$ cat config.mk
export PLATFORM = sky130hd
export DESIGN_NAME = shist_channel
export DESIGN_NICKNAME = d
export VERILOG_FILES = /design/src/rtl/shc_pkg.sv /design/src/rtl/shc_delay_lut.sv /design/src/rtl/shc_event_q.sv /design/src/rtl/shist_channel.sv
export SDC_FILE = /design/constraint.sdc
export NUM_CORES = 1
export LEC_CHECK = 0
export ABC_AREA = 1
export BUFFER_PORTS_ARGS = -buffer_cell sky130_fd_sc_hd__buf_2
export CAP_MARGIN = 20
export CORE_MARGIN = 5
export CORE_UTILIZATION = 25
export CTS_CLUSTER_SIZE = 12
export DETAILED_ROUTE_END_ITERATION = 12
export GPL_TIMING_DRIVEN = 1
export PLACE_DENSITY = 0.34
export SLEW_MARGIN = 20
export SYNTH_ARGS = -nofsm -noshare
export SYNTH_HDL_FRONTEND = slang
export SYNTH_SLANG_ARGS = --single-unit
$ cat constraint.sdc
create_clock -name clk_i -period 11.4 [get_ports clk_i]
set_clock_uncertainty 0.1 [all_clocks]
set_input_delay 1.14 -clock clk_i [delete_from_list [all_inputs] [get_ports clk_i]]
set_output_delay 1.14 -clock clk_i [all_outputs]
set_load 0.1 [all_outputs]
$ cat src/rtl/shc_pkg.sv
`timescale 1ns/1ps
package shc_pkg;
  localparam int SHAPE_RAMP  = 0;
  localparam int SHAPE_INERT = 1;

  typedef enum logic {HIST_FORGET = 1'b0, HIST_KEEP = 1'b1} hist_mode_e;

  // delay for a given clamped time difference
  function automatic int dly_at(int shape, int t, int d_hi, int d_lo, int knee);
    int v;
    if (shape == SHAPE_INERT) begin
      v = (t <= knee) ? -knee : d_hi;
    end else begin
      v = d_hi + t;
      if (v < d_lo) v = d_lo;
      if (v > d_hi) v = d_hi;
    end
    return v;
  endfunction
endpackage

$ cat src/rtl/shc_delay_lut.sv
`timescale 1ns/1ps
module shc_delay_lut
  import shc_pkg::*;
#(
  parameter int SHAPE  = SHAPE_RAMP,
  parameter int T_LO   = -8,
  parameter int T_HI   = 0,
  parameter int D_HI   = 6,
  parameter int D_LO   = 1,
  parameter int KNEE   = -2,
  parameter int TIME_W = 32,
  parameter int DW     = 3
) (
  input  logic signed [TIME_W:0] diff_i,
  input  logic                   ref_ok_i,
  output logic [DW-1:0]          dly_o
);
  localparam int N  = T_HI - T_LO + 1;
  localparam int IW = (N > 1) ? $clog2(N) : 1;
  localparam logic signed [TIME_W:0] LO_S = (TIME_W+1)'(T_LO);
  localparam logic signed [TIME_W:0] HI_S = (TIME_W+1)'(T_HI);

  logic [DW-1:0] tbl [N];
  logic [IW-1:0] idx;

  for (genvar g = 0; g < N; g++) begin : g_tbl
    assign tbl[g] = DW'(dly_at(SHAPE, T_LO + g, D_HI, D_LO, KNEE));
  end

  always_comb begin
    if (!ref_ok_i || diff_i >= HI_S) idx = IW'(N - 1);
    else if (diff_i <= LO_S)         idx = '0;
    else                             idx = IW'(diff_i - LO_S);
  end

  assign dly_o = tbl[idx];
endmodule

$ cat src/rtl/shc_event_q.sv
`timescale 1ns/1ps
module shc_event_q #(
  parameter int DEPTH  = 4,
  parameter int TIME_W = 32,
  localparam int PW = $clog2(DEPTH),
  localparam int CW = PW + 1
) (
  input  logic              clk_i,
  input  logic              rst_ni,
  input  logic              pop_i,
  input  logic              push_i,
  input  logic              drop_i,
  input  logic [TIME_W-1:0] t_i,
  input  logic              v_i,
  output logic [CW-1:0]     cnt_o,
  output logic [TIME_W-1:0] head_t_o,
  output logic              head_v_o,
  output logic [CW-1:0]     left_o,
  output logic [TIME_W-1:0] tail_t_o,
  output logic              tail_v_o
);
  logic [TIME_W-1:0] tq [DEPTH];
  logic [DEPTH-1:0]  vq;
  logic [PW-1:0]     hd_q, hd1, tl1, wr;
  logic [CW-1:0]     cnt_q, cnt1;

  // pop is applied before push/drop within the same edge
  assign hd1 = hd_q + PW'(pop_i);
  assign cnt1 = cnt_q - CW'(pop_i);
  assign tl1 = hd1 + PW'(cnt1 - CW'(1));
  assign wr  = hd1 + PW'(cnt1);

  assign cnt_o    = cnt_q;
  assign left_o   = cnt1;
  assign head_t_o = tq[hd_q];
  assign head_v_o = vq[hd_q];
  assign tail_t_o = tq[tl1];
  assign tail_v_o = vq[tl1];

  always_ff @(posedge clk_i or negedge rst_ni) begin
    if (!rst_ni) begin
      hd_q  <= '0;
      cnt_q <= '0;
    end else begin
      hd_q  <= hd1;
      cnt_q <= cnt1 + CW'(push_i) - CW'(drop_i);
    end
  end

  always_ff @(posedge clk_i) begin
    if (push_i) begin
      tq[wr] <= t_i;
      vq[wr] <= v_i;
    end
  end

  AST_Q_BOUND: assert property (@(posedge clk_i) disable iff (!rst_ni)
    cnt_q <= CW'(DEPTH)) else $error("queue count overflow");
  AST_Q_ROOM: assert property (@(posedge clk_i) disable iff (!rst_ni)
    push_i |-> (cnt1 < CW'(DEPTH))) else $error("push into full queue");
  AST_Q_ORDER: assert property (@(posedge clk_i) disable iff (!rst_ni)
    (push_i && cnt1 != '0) |-> (t_i > tail_t_o)) else $error("pending times not increasing");
  AST_Q_DROP: assert property (@(posedge clk_i) disable iff (!rst_ni)
    drop_i |-> (cnt1 != '0 && !push_i)) else $error("bad annihilation");
endmodule

$ cat src/rtl/shist_channel.sv
`timescale 1ns/1ps
module shist_channel
  import shc_pkg::*;
#(
  parameter logic INIT_VAL = 1'b0,
  parameter int   SHAPE    = SHAPE_RAMP,
  parameter int   D_HI     = 6,
  parameter int   D_LO     = 1,
  parameter int   KNEE     = -2,
  parameter int   T_LO     = -8,
  parameter int   T_HI     = 0,
  parameter int   DEPTH    = 4,
  parameter int   TIME_W   = 32
) (
  input  logic clk_i,
  input  logic rst_ni,
  input  logic din_i,
  input  logic keep_hist_i,
  output logic dout_o
);
  localparam int DW = $clog2(D_HI + 1);
  localparam int CW = $clog2(DEPTH) + 1;

  hist_mode_e mode;
  logic [TIME_W-1:0] now_q, lo_t_q, r_q;
  logic              in_q, out_q, lo_ok_q, r_ok_q;

  logic [CW-1:0]     q_cnt, q_left;
  logic [TIME_W-1:0] q_head_t, q_tail_t;
  logic              q_head_v, q_tail_v;
  logic              q_pop, q_push, q_drop;

  logic              out_nx, lo_ok_nx, last_val, ev, act;
  logic [TIME_W-1:0] lo_t_nx, ref_t, sched;
  logic              ref_ok, later_ref, later_tail, add;
  logic signed [TIME_W:0] diff;
  logic [DW-1:0]     dly;

  assign mode = hist_mode_e'(keep_hist_i);

  // emission side
  assign q_pop    = (q_cnt != '0) && (q_head_t == now_q);
  assign out_nx   = q_pop ? q_head_v : out_q;
  assign lo_t_nx  = q_pop ? now_q : lo_t_q;
  assign lo_ok_nx = q_pop | lo_ok_q;

  // arrival side, judged against post-emission state
  assign last_val = (q_left != '0) ? q_tail_v : out_nx;
  assign ev       = (din_i != in_q);
  assign act      = ev && (din_i != last_val);

  always_comb begin
    if (mode == HIST_KEEP) begin
      ref_t  = r_q;
      ref_ok = r_ok_q;
    end else if (q_left != '0) begin
      ref_t  = q_tail_t;
      ref_ok = 1'b1;
    end else begin
      ref_t  = lo_t_nx;
      ref_ok = lo_ok_nx;
    end
  end

  assign diff = $signed({1'b0, now_q}) - $signed({1'b0, ref_t});

  shc_delay_lut #(
    .SHAPE(SHAPE), .T_LO(T_LO), .T_HI(T_HI), .D_HI(D_HI), .D_LO(D_LO),
    .KNEE(KNEE), .TIME_W(TIME_W), .DW(DW)
  ) u_lut (
    .diff_i  (diff),
    .ref_ok_i(ref_ok),
    .dly_o   (dly)
  );

  assign sched      = now_q + TIME_W'(dly);
  assign later_ref  = !ref_ok || (sched > ref_t);
  assign later_tail = (q_left == '0) || (sched > q_tail_t);
  assign add        = act && later_ref && later_tail;
  assign q_push     = add && (q_left < CW'(DEPTH));
  assign q_drop     = act && !add && (q_left != '0);

  shc_event_q #(.DEPTH(DEPTH), .TIME_W(TIME_W)) u_q (
    .clk_i   (clk_i),
    .rst_ni  (rst_ni),
    .pop_i   (q_pop),
    .push_i  (q_push),
    .drop_i  (q_drop),
    .t_i     (sched),
    .v_i     (din_i),
    .cnt_o   (q_cnt),
    .head_t_o(q_head_t),
    .head_v_o(q_head_v),
    .left_o  (q_left),
    .tail_t_o(q_tail_t),
    .tail_v_o(q_tail_v)
  );

  always_ff @(posedge clk_i or negedge rst_ni) begin
    if (!rst_ni) begin
      now_q   <= '0;
      in_q    <= INIT_VAL;
      out_q   <= INIT_VAL;
      lo_t_q  <= '0;
      lo_ok_q <= 1'b0;
      r_q     <= '0;
      r_ok_q  <= 1'b0;
    end else begin
      now_q   <= now_q + TIME_W'(1);
      in_q    <= din_i;
      out_q   <= out_nx;
      lo_t_q  <= lo_t_nx;
      lo_ok_q <= lo_ok_nx;
      if (act) begin
        r_q    <= sched;
        r_ok_q <= 1'b1;
      end
    end
  end

  assign dout_o = out_q;

  AST_IDLE_HOLD: assert property (@(posedge clk_i) disable iff (!rst_ni)
    (q_cnt == '0) |=> $stable(dout_o)) else $error("output moved with nothing due");
  AST_SCHED_AHEAD: assert property (@(posedge clk_i) disable iff (!rst_ni)
    q_push |-> (sched > now_q)) else $error("scheduled change not in future");
  AST_NO_EVENT_NO_GROWTH: assert property (@(posedge clk_i) disable iff (!rst_ni)
    !ev |=> (q_cnt <= $past(q_cnt))) else $error("queue grew without input change");
endmodule

==> flow_metrics.py <==
metrics = {
    "outcome": {
        "outcome": "finished clean",
    },
    "synth": {
        "synth-main-ff-cell": "edfxtp_1",
        "synth_nets": 2504,
        "yosys_register_bits": 237,
        "synth_top_area_share_pct": 23.2,
        "synth_largest_area_cell": "edfxtp_1",
        "synth_cell_types": 46,
        "synth.most_common_cell": "nand2_1",
        "async_reset_ff_share_pct": 44.3,
        "yosysWarnings": 0,
        "syn_avg_cell_area_um2": 7.14,
        "syn_inst": 2391,
        "synth_area_leaders": "edfxtp_1 23%, nand2_1 20%, dfrtp_1 15%",
        "syn_area_mm2": 0.0171,
        "synth_edf_count": 132,
        "yosysSeqAreaShare_pct": 38.6,
        "synth_commonest_cells": "907 x nand2_1, 241 x nand3_1, 238 x inv_1",
    },
    "clock_tree": {
        "clkSinkCount": 237,
        "clockBufferDepth": 3,
        "cts_tree": "done",
        "cts_hold_buf": 0,
        "cts_buffers": 31,
        "htreeDepth": 1,
        "cts-root-buf": "clkbuf_16",
        "path_clk_slew_ns": 0.06,
        "worstSkewPairLatency_ns": 0.59,
    },
    "layout": {
        "fin_cells": 3445,
        "post-route-util_pct": 31.4,
        "antenna_cells": 0,
        "nets": 2661,
        "drive_gt1_share_pct": 15.0,
        "syn_to_final_growth_pct": 24.1,
    },
    "timing": {
        "fmax_ghz": 0.0934,
        "max-slew-margin-rel_pct": 32.3,
        "finalWorstSetupSlack_ns": 0.695,
        "finalSetupViolCount": 0,
        "final_hold_viol_count": 0,
        "period_share_pct": 93.9,
        "tightest_slew_ns": 1.01,
        "slew_viol_final": 0,
        "post-route-min-period_ns": 10.71,
    },
    "setup_path": {
        "worstSetupPathType": "reg -> reg",
        "worstPathArrival_ns": 11.11,
        "crit_path_end_kind": "flip-flop",
        "slowest_delay_ns": 0.45,
        "critical_path.slowest_cell": "dfrtp_2",
        "startpoint_type": "flip-flop",
        "cp_max_fo": 16,
        "path_common_cell": "nand2_1",
        "critPathRequiredTime_ns": 11.81,
    },
    "power": {
        "switching_power_mw": 1.91,
        "power_frac_clock_pct": 27.0,
        "max-vdd-ir-drop_v": 0.000105,
        "p_leak_nw": 10.3,
        "combPwrFrac_pct": 51.0,
        "pwr-share-seq_pct": 22.0,
        "p_int_mw": 2.42,
        "powerDensity_mw_per_mm2": 204,
        "switching_share_pct": 44.0,
    },
    "grt": {
        "grt_pass1_vias": 16100,
        "grt-busiest-layer": "met2",
        "grt_use_met2_pct": 30.9,
        "antenna_found_initial": 1,
        "track_usage_pct": 18.9,
        "grt_max_degree": 54,
        "use_met1_pct": 27.6,
        "use_met3_pct": 1.47,
        "grt_overflow": 0,
        "grt_pass1_wl_um": 106000,
    },
    "floorplanning": {
        "dieArea_mm2": 0.0736,
        "fp.dieH_um": 271,
        "num_io_pins": 5,
        "coreArea_mm2": 0.0674,
        "initial_utilization_pct": 25.3,
        "rows": 95,
        "die-width_um": 271,
    },
    "route": {
        "drt_pre_antenna_iters": 5,
        "post_drt_wl_per_cell_um": 21.0,
        "drc": 0,
        "vias": 16400,
        "initialDrtViolationCount": 1362,
        "ant_nets": 0,
        "viasPerCell": 4.77,
        "wirelength_um": 72400,
    },
    "job": {
        "maxCapViolCount": 0,
    },
    "place": {
        "place_ws_ns": -0.375,
        "portBuffers": 4,
        "dp.cells": 3373,
        "dpl.hpwl_um": 55100,
        "routabilityCongestion": 0.899,
    },
    "hold_path": {
        "hp-class": "reg -> reg",
    },
}
==> power groups by stage <==
stage | combinational, mW | clock (mW) | sequential (mW)
2_1_floorplan | 1.26 | 0 | 0.975
3_3_place_gp | 2.06 | 0 | 0.968
3_5_place_dp | 2.06 | 0 | 0.968
4_1_cts | 2.08 | 1.20 | 0.951
5_1_grt | 2.45 | 1.23 | 0.956
6_report | 2.21 | 1.17 | 0.952
==> worst max-delay path, delay by kind of cell, from the launching register on <==
family          cells  cell delay (ns)
flops               1             0.45
simple gates       42             4.95
compound gates      4             0.41
buf+inv            17             1.79
fa+ha+maj           9             2.26
xor+xnor            3             0.64
==> path summary, 6_finish.rpt <==
path                        startpoint      endpoint  slack (ns)  depth (start not counted)
max reg2reg                u_q.hd_q[0]  u_q.cnt_o[2]        0.69                         75
min reg2reg                    lo_ok_q       lo_ok_q        0.36                          2
min in group asynchronous       rst_ni     lo_t_q[5]        0.53                          1
max in group asynchronous       rst_ni       r_q[30]        9.34                          2
max                        u_q.hd_q[0]  u_q.cnt_o[2]        0.69                         75
min                            lo_ok_q       lo_ok_q        0.36                          2
==> registers in the layout, summed over array words and instances, names as in the netlist <==
register,flops
u_q.cnt_o,3
u_q.tq,128
now_q,32
u_q.hd_q,2
in_q,1
lo_t_q,32
r_ok_q,1
dout_o,1
lo_ok_q,1
r_q,32
u_q.vq,4
==> cell type report <==
cell class / instances / area [um^2]
fill: 7287 / 46200
multi-input combinational: 1828 / 9580
sequential: 237 / 6590
timing repair buffer: 207 / 1810
tap: 873 / 1090
inverter: 243 / 917
clock buffer: 32 / 779
clock inverter: 25 / 415
==> placed cells by master (no fill, tap or decap), types with 7 or more instances in the layout <==
master,instances
nand2_1,889
inv_1,236
nand3_1,232
nor2_1,211
buf_4,182
edfxtp_1,132
dfrtp_1,104
ha_1,94
a21oi_1,61
xor2_1,55
o21ai_0,49
clkbuf_16,33
nand4_1,28
nor3_1,22
nand2_2,21
a21boi_2,20
buf_12,17
nor2_2,13
nand3_2,11
bufinv_16,11
nand3b_1,10
a21boi_1,10
o21ai_1,9
nor2_4,8
ha_2,8
clkinv_2,8
a21oi_2,7
xnor2_1,7
==> cell families (layout without fill, tap and decap cells) <==
group           count (synthesis)  after routing  share of synthesized area, %
compound gates                183            183                          6.16
xor+xnor                       69             69                          3.54
fa+ha+maj                     109            109                          8.12
buf+inv                       326            507                          8.09
flops                         237            237                          38.6
simple gates                 1467           1467                          35.5
==> layer usage <==
metal | wire length [um] | up-vias
met2 | 32800 | 359
met1 | 35500 | 7954
met3 | 2650 | 78
met4 | 1390 | 0
met5 | 0 | -
li1 | - | 8034
==> stage by stage <==
step / setup TNS (ns) / instance area (um^2) / hold slack (ns) / total power, mW
CTS: 0 / 20600 / 0.361 / 4.23
global placement: -0.414 / 19300 / 0.337 / 3.03
global route: -0.0448 / 21200 / 0.387 / 4.64
finish: 0 / 21200 / 0.356 / 4.33
floorplan: 0 / 17100 / 0.323 / 2.23
detailed placement: -0.505 / 19300 / 0.345 / 3.03
==> timing repair <==
item,4_1_cts,5_1_grt
setup endpoints to repair,41,135
gates resized for setup,6,124
endpoints found under the hold margin,0,0
buffers inserted,0,13
gates cloned,0,2
pin swaps,0,24
Note: power is estimated with default switching activity, not from simulation.
